File: config.mk
export PLATFORM = sky130hd
export DESIGN_NAME = rail_link
export DESIGN_NICKNAME = d
export VERILOG_FILES = /design/src/rtl/rail_link.sv
export SDC_FILE = /design/constraint.sdc
export NUM_CORES = 1
export LEC_CHECK = 0
export ABC_AREA = 1
export CAP_MARGIN = 20
export CORE_MARGIN = 5
export CORE_UTILIZATION = 39
export CTS_CLUSTER_SIZE = 8
export DETAILED_ROUTE_END_ITERATION = 10
export GPL_TIMING_DRIVEN = 0
export MAX_ROUTING_LAYER = met4
export PLACE_DENSITY = 0.82
export SYNTH_ARGS = -nofsm -noshare
export SYNTH_HDL_FRONTEND = slang
export SYNTH_SLANG_ARGS = --single-unit
File: constraint.sdc
create_clock -name clk -period 1.2 [get_ports clk]
set_input_delay 0.18 -clock clk [delete_from_list [all_inputs] [get_ports clk]]
set_output_delay 0.18 -clock clk [all_outputs]
set_load 0.01 [all_outputs]
File: src/rtl/rail_link.sv
module rail_link #(
  parameter int W = 8,
  parameter bit ONE_OF_FOUR = 1'b0
) (
  input  logic           clk,
  input  logic           rst,
  input  logic           in_valid,
  output logic           in_ready,
  input  logic [W-1:0]   in_data,
  output logic [2*W-1:0] rail_out,
  input  logic           ack_in,
  input  logic [2*W-1:0] rail_in,
  output logic           ack_out,
  output logic           out_valid,
  output logic [W-1:0]   out_data,
  output logic           err
);
  localparam int NR = 2 * W;
  localparam int ND = ONE_OF_FOUR ? W / 2 : W;

  logic [NR-1:0] code;
  logic [W-1:0]  dec;
  logic [ND-1:0] dig_ok;
  logic [ND-1:0] dig_bad;

  genvar g;
  generate
    for (g = 0; g < ND; g++) begin : g_dig
      if (ONE_OF_FOUR) begin : g_q
        logic [3:0] c;
        assign c = rail_in[4*g +: 4];
        assign dig_ok[g]  = (c == 4'b0001) || (c == 4'b0010) ||
                            (c == 4'b0100) || (c == 4'b1000);
        assign dig_bad[g] = (c & (c - 4'd1)) != 4'd0;
        assign dec[2*g +: 2] = {c[3] | c[2], c[3] | c[1]};
        assign code[4*g +: 4] = 4'b0001 << in_data[2*g +: 2];
      end else begin : g_d
        logic [1:0] c;
        assign c = rail_in[2*g +: 2];
        assign dig_ok[g]  = c[0] ^ c[1];
        assign dig_bad[g] = c[0] & c[1];
        assign dec[g] = c[1];
        assign code[2*g +: 2] = in_data[g] ? 2'b10 : 2'b01;
      end
    end
  endgenerate

  logic          busy;
  logic [NR-1:0] rail_q;

  assign in_ready = !busy && !ack_in;
  assign rail_out = rail_q;

  always_ff @(posedge clk) begin
    if (rst) begin
      busy   <= 1'b0;
      rail_q <= '0;
    end else if (in_ready && in_valid) begin
      busy   <= 1'b1;
      rail_q <= code;
    end else if (busy && ack_in) begin
      busy   <= 1'b0;
      rail_q <= '0;
    end
  end

  logic         ack_q, vld_q, err_q;
  logic [W-1:0] data_q;

  always_ff @(posedge clk) begin
    if (rst) begin
      ack_q  <= 1'b0;
      vld_q  <= 1'b0;
      err_q  <= 1'b0;
      data_q <= '0;
    end else begin
      vld_q <= 1'b0;
      err_q <= err_q | (|dig_bad);
      if (!ack_q && (&dig_ok)) begin
        ack_q  <= 1'b1;
        vld_q  <= 1'b1;
        data_q <= dec;
      end else if (ack_q && (rail_in == '0)) begin
        ack_q <= 1'b0;
      end
    end
  end

  assign ack_out   = ack_q;
  assign out_valid = vld_q;
  assign out_data  = data_q;
  assign err       = err_q;
endmodule

==> results by group <==
Clock network
  • H-tree depth: 1
  • Clock Root Buffer: clkbuf_8
  • CTS max path bufs: 2
  • Clock-pin slew on the worst setup and hold paths: 90 ps
  • CTS tree: done
  • Cts bufs inserted: 3
  • Clock Sink Count: 28
  • Hold Buf Count CTS: 0
  • Latest clock arrival within the worst-skew pair: 270 ps

STA
  • Finish-stage setup viols: 0
  • Slew Limit Fails: 0
  • Final Cycle Share: 0.961
  • RSZ-0062 raised after global routing: no
  • Hold WS: between 150 and 200 ps
  • Worst-Margin Slew: ~240 ps
  • Max-slew headroom: 0.842
  • Final Skew: approximately 1.4 ps
  • Final hold viol count: 0
  • Setup TNS: 0 ps
  • Fmax: 868 MHz
  • Tmin final: 1150 ps

Power and ir drop
  • Combinational power share: 0.194
  • Pleak: 1.08 nW
  • Switch Pwr: ~470 uW
  • Pint: between 1 and 1.5 mW
  • Worst VDD drop: 0.861 mV
  • Sw Ratio: 0.260
  • PD cells: 896 nW/um2
  • Clock Power Share: 0.268
  • Seq pwr share: 0.538

Global route
  • Largest net degree at the start of global routing: 15
  • First-pass GRT wire length: ~5.8 mm
  • Antenna violations before repair: 0
  • GRT overflow: 0
  • Gr usage total: 0.148
  • Vias in the first global route: around 1300

Floorplanning
  • Die area: 4960 um2
  • I/O Pins: 56
  • Starting Density: 0.395
  • Row cnt: 22
  • Die height: 70.5 um
  • Core area: 3610 um2
  • Die X: a little over 70 um

Yosys
  • Syn Std Cell Area: around 1400 um2
  • Sequential-to-total area share from yosys stat: 0.393
  • Netlist cell types: 22
  • Syn_area_per_cell: 7.87 um2
  • #FFs+latches synth: 28
  • Synth warn: 0
  • Syn_nets: 225
  • Mapped Cells: 181

Routing
  • Initial DRC Count: 73
  • Final ANT Viol Nets: 0
  • Routed len/inst: 12.3 um
  • DR DRC count: 0
  • DRT Pass-1 Iters: 6
  • Final WL: between 3 and 4 mm
  • Vias: between 1000 and 1500
  • Drt via density: approximately 4.6

Run status
  • Status: finished, final reports clean

Worst setup path
  • Crit path largest cell delay: about 540 ps
  • Kind of critical path: input pin to register
  • Slowest CP cell: clkdlybuf4s50_1
  • Crit path launch type: input pin
  • Critical Path End Type: register
  • Max FO, Critical Path: 10
  • Top delay family on crit path: buffers and inverters
  • Worst path cell trace: clkdlybuf4s50_1, clkinvlp_4, buf_2, nand2_1, a21oi_2
  • Buf/Inv on CP: 3
  • Worst Path Arrival: approximately 1300 ps
  • Worst EP required: 1370 ps

Place
  • Cells after DPL: 283
  • HPWL Detailed: 2.64 mm
  • Placed Area: 2030 um2
  • RD Place Congestion: 0.847
  • Port Buffers: 54

Finish
  • Syn-to-layout area delta: 43.2%
  • Share of layout cells above drive strength 1: 0.227
  • Layout Cells excl Fill: 290
  • Layout Utilization: 0.566
  • Antenna cells: 0
  • Design Area, Final: approximately 2000 um2
  • Final-stage net count: 288

Job
  • MaxCap Viol Count: 0

Worst hold path
  • Min-Delay Path Class: input pin to register
## per-layer routing
layer | vias to the layer above | track usage | wire, um
li1 | 688 | - | -
met1 | 605 | 0.173 | 1570
met2 | 33 | 0.248 | 1790
met3 | 6 | 0.0317 | 153
met4 | 0 | 0.0553 | 70
met5 | - | - | 0
## layout make-up
class | count | area (um2)
plain buffers | 6 | 48.8
clock buffers | 3 | 41.3
fillers | 351 | 1570
inverters | 27 | 105
multi-input cells | 120 | 757
flip-flops and latches | 28 | 562
well taps | 48 | 60.1
repair buffers | 58 | 467
## flip-flops by register name, indices dropped and copies added, names as in the netlist
| signal | count |
|---|---|
| err | 1 |
| busy | 1 |
| out_valid | 1 |
| ack_out | 1 |
| out_data | 8 |
| rail_out | 16 |
## what timing repair did
item / in CTS / in global routing
endpoints found under the setup margin: 40 / 14
gates resized for setup: 63 / 35
buffers inserted: 3 / 0
pin swaps: 5 / 6
gates cloned: 1 / 0
## tightest hold or removal path, delay by kind of cell
kind                   cells  cell delay (ps)
AND/OR/NAND/NOR            2              130
buffers and inverters      1              100
## synth_stat cells, drive strengths merged
| master | instances | area (um2) |
|---|---|---|
| and2 | 1 | 6.26 |
| nand2 | 38 | 150 |
| nor3 | 2 | 10.0 |
| ha | 16 | 200 |
| nand3 | 16 | 95.1 |
| buf | 5 | 40.0 |
| a21oi | 16 | 118 |
| nand3b | 1 | 7.51 |
| clkinv | 1 | 3.75 |
| nor2 | 25 | 101 |
| o21bai | 1 | 7.51 |
| dfxtp | 28 | 561 |
| nand4 | 3 | 18.8 |
| inv | 26 | 97.6 |
| clkbuf | 1 | 3.75 |
| o21ai | 1 | 5.00 |
## power by group through the flow
stage | Sequential (mW) | Combinational [mW] | Clock (mW)
2_1_floorplan | 1.02 | 0.156 | 0
3_3_place_gp | 1.01 | 0.377 | 0
3_5_place_dp | 1.01 | 0.384 | 0
4_1_cts | 0.983 | 0.359 | 0.505
5_1_grt | 0.988 | 0.394 | 0.538
6_report | 0.983 | 0.355 | 0.490
## cells by family after synthesis
| logic type | Yosys count | synth area share |
|---|---|---|
| flops | 28 | 0.393 |
| buf+inv | 33 | 0.102 |
| simple gates | 86 | 0.273 |
| fa+ha+maj | 16 | 0.140 |
| compound gates | 18 | 0.0913 |
## cell usage in the layout (no fill, tap or decap), drive strengths merged
cell           instances
buf                   10
dlygate4sd2           28
nand3                 16
nand4                  3
dfxtp                 28
inv                   26
ha                    16
o21bai                 1
a21oi                 16
o21ai                  1
and2                   1
nand2                 38
clkdlybuf4s50          9
clkdlybuf4s15          1
nor3                   2
clkinvlp               1
clkbuf                19
nand3b                 1
nor2                  25
## metrics by stage
| stage | total power [mW] | setup WS, ps |
|---|---|---|
| floorplan | 1.18 | 37.9 |
| global placement | 1.38 | -644 |
| detailed placement | 1.39 | -703 |
| CTS | 1.85 | 0.464 |
| global route | 1.92 | 4.23 |
| finish | 1.83 | 47.3 |
## path summary, 6_finish.rpt
path	cells after the start	slack [ps]	start	end
max	5	50	rst	rail_out[12]
min reg2reg	2	470	rail_out[15]	rail_out[15]
min	3	170	rail_in[13]	out_data[6]
max reg2reg	6	80	busy	rail_out[13]
(Power assumes the default switching activity.)
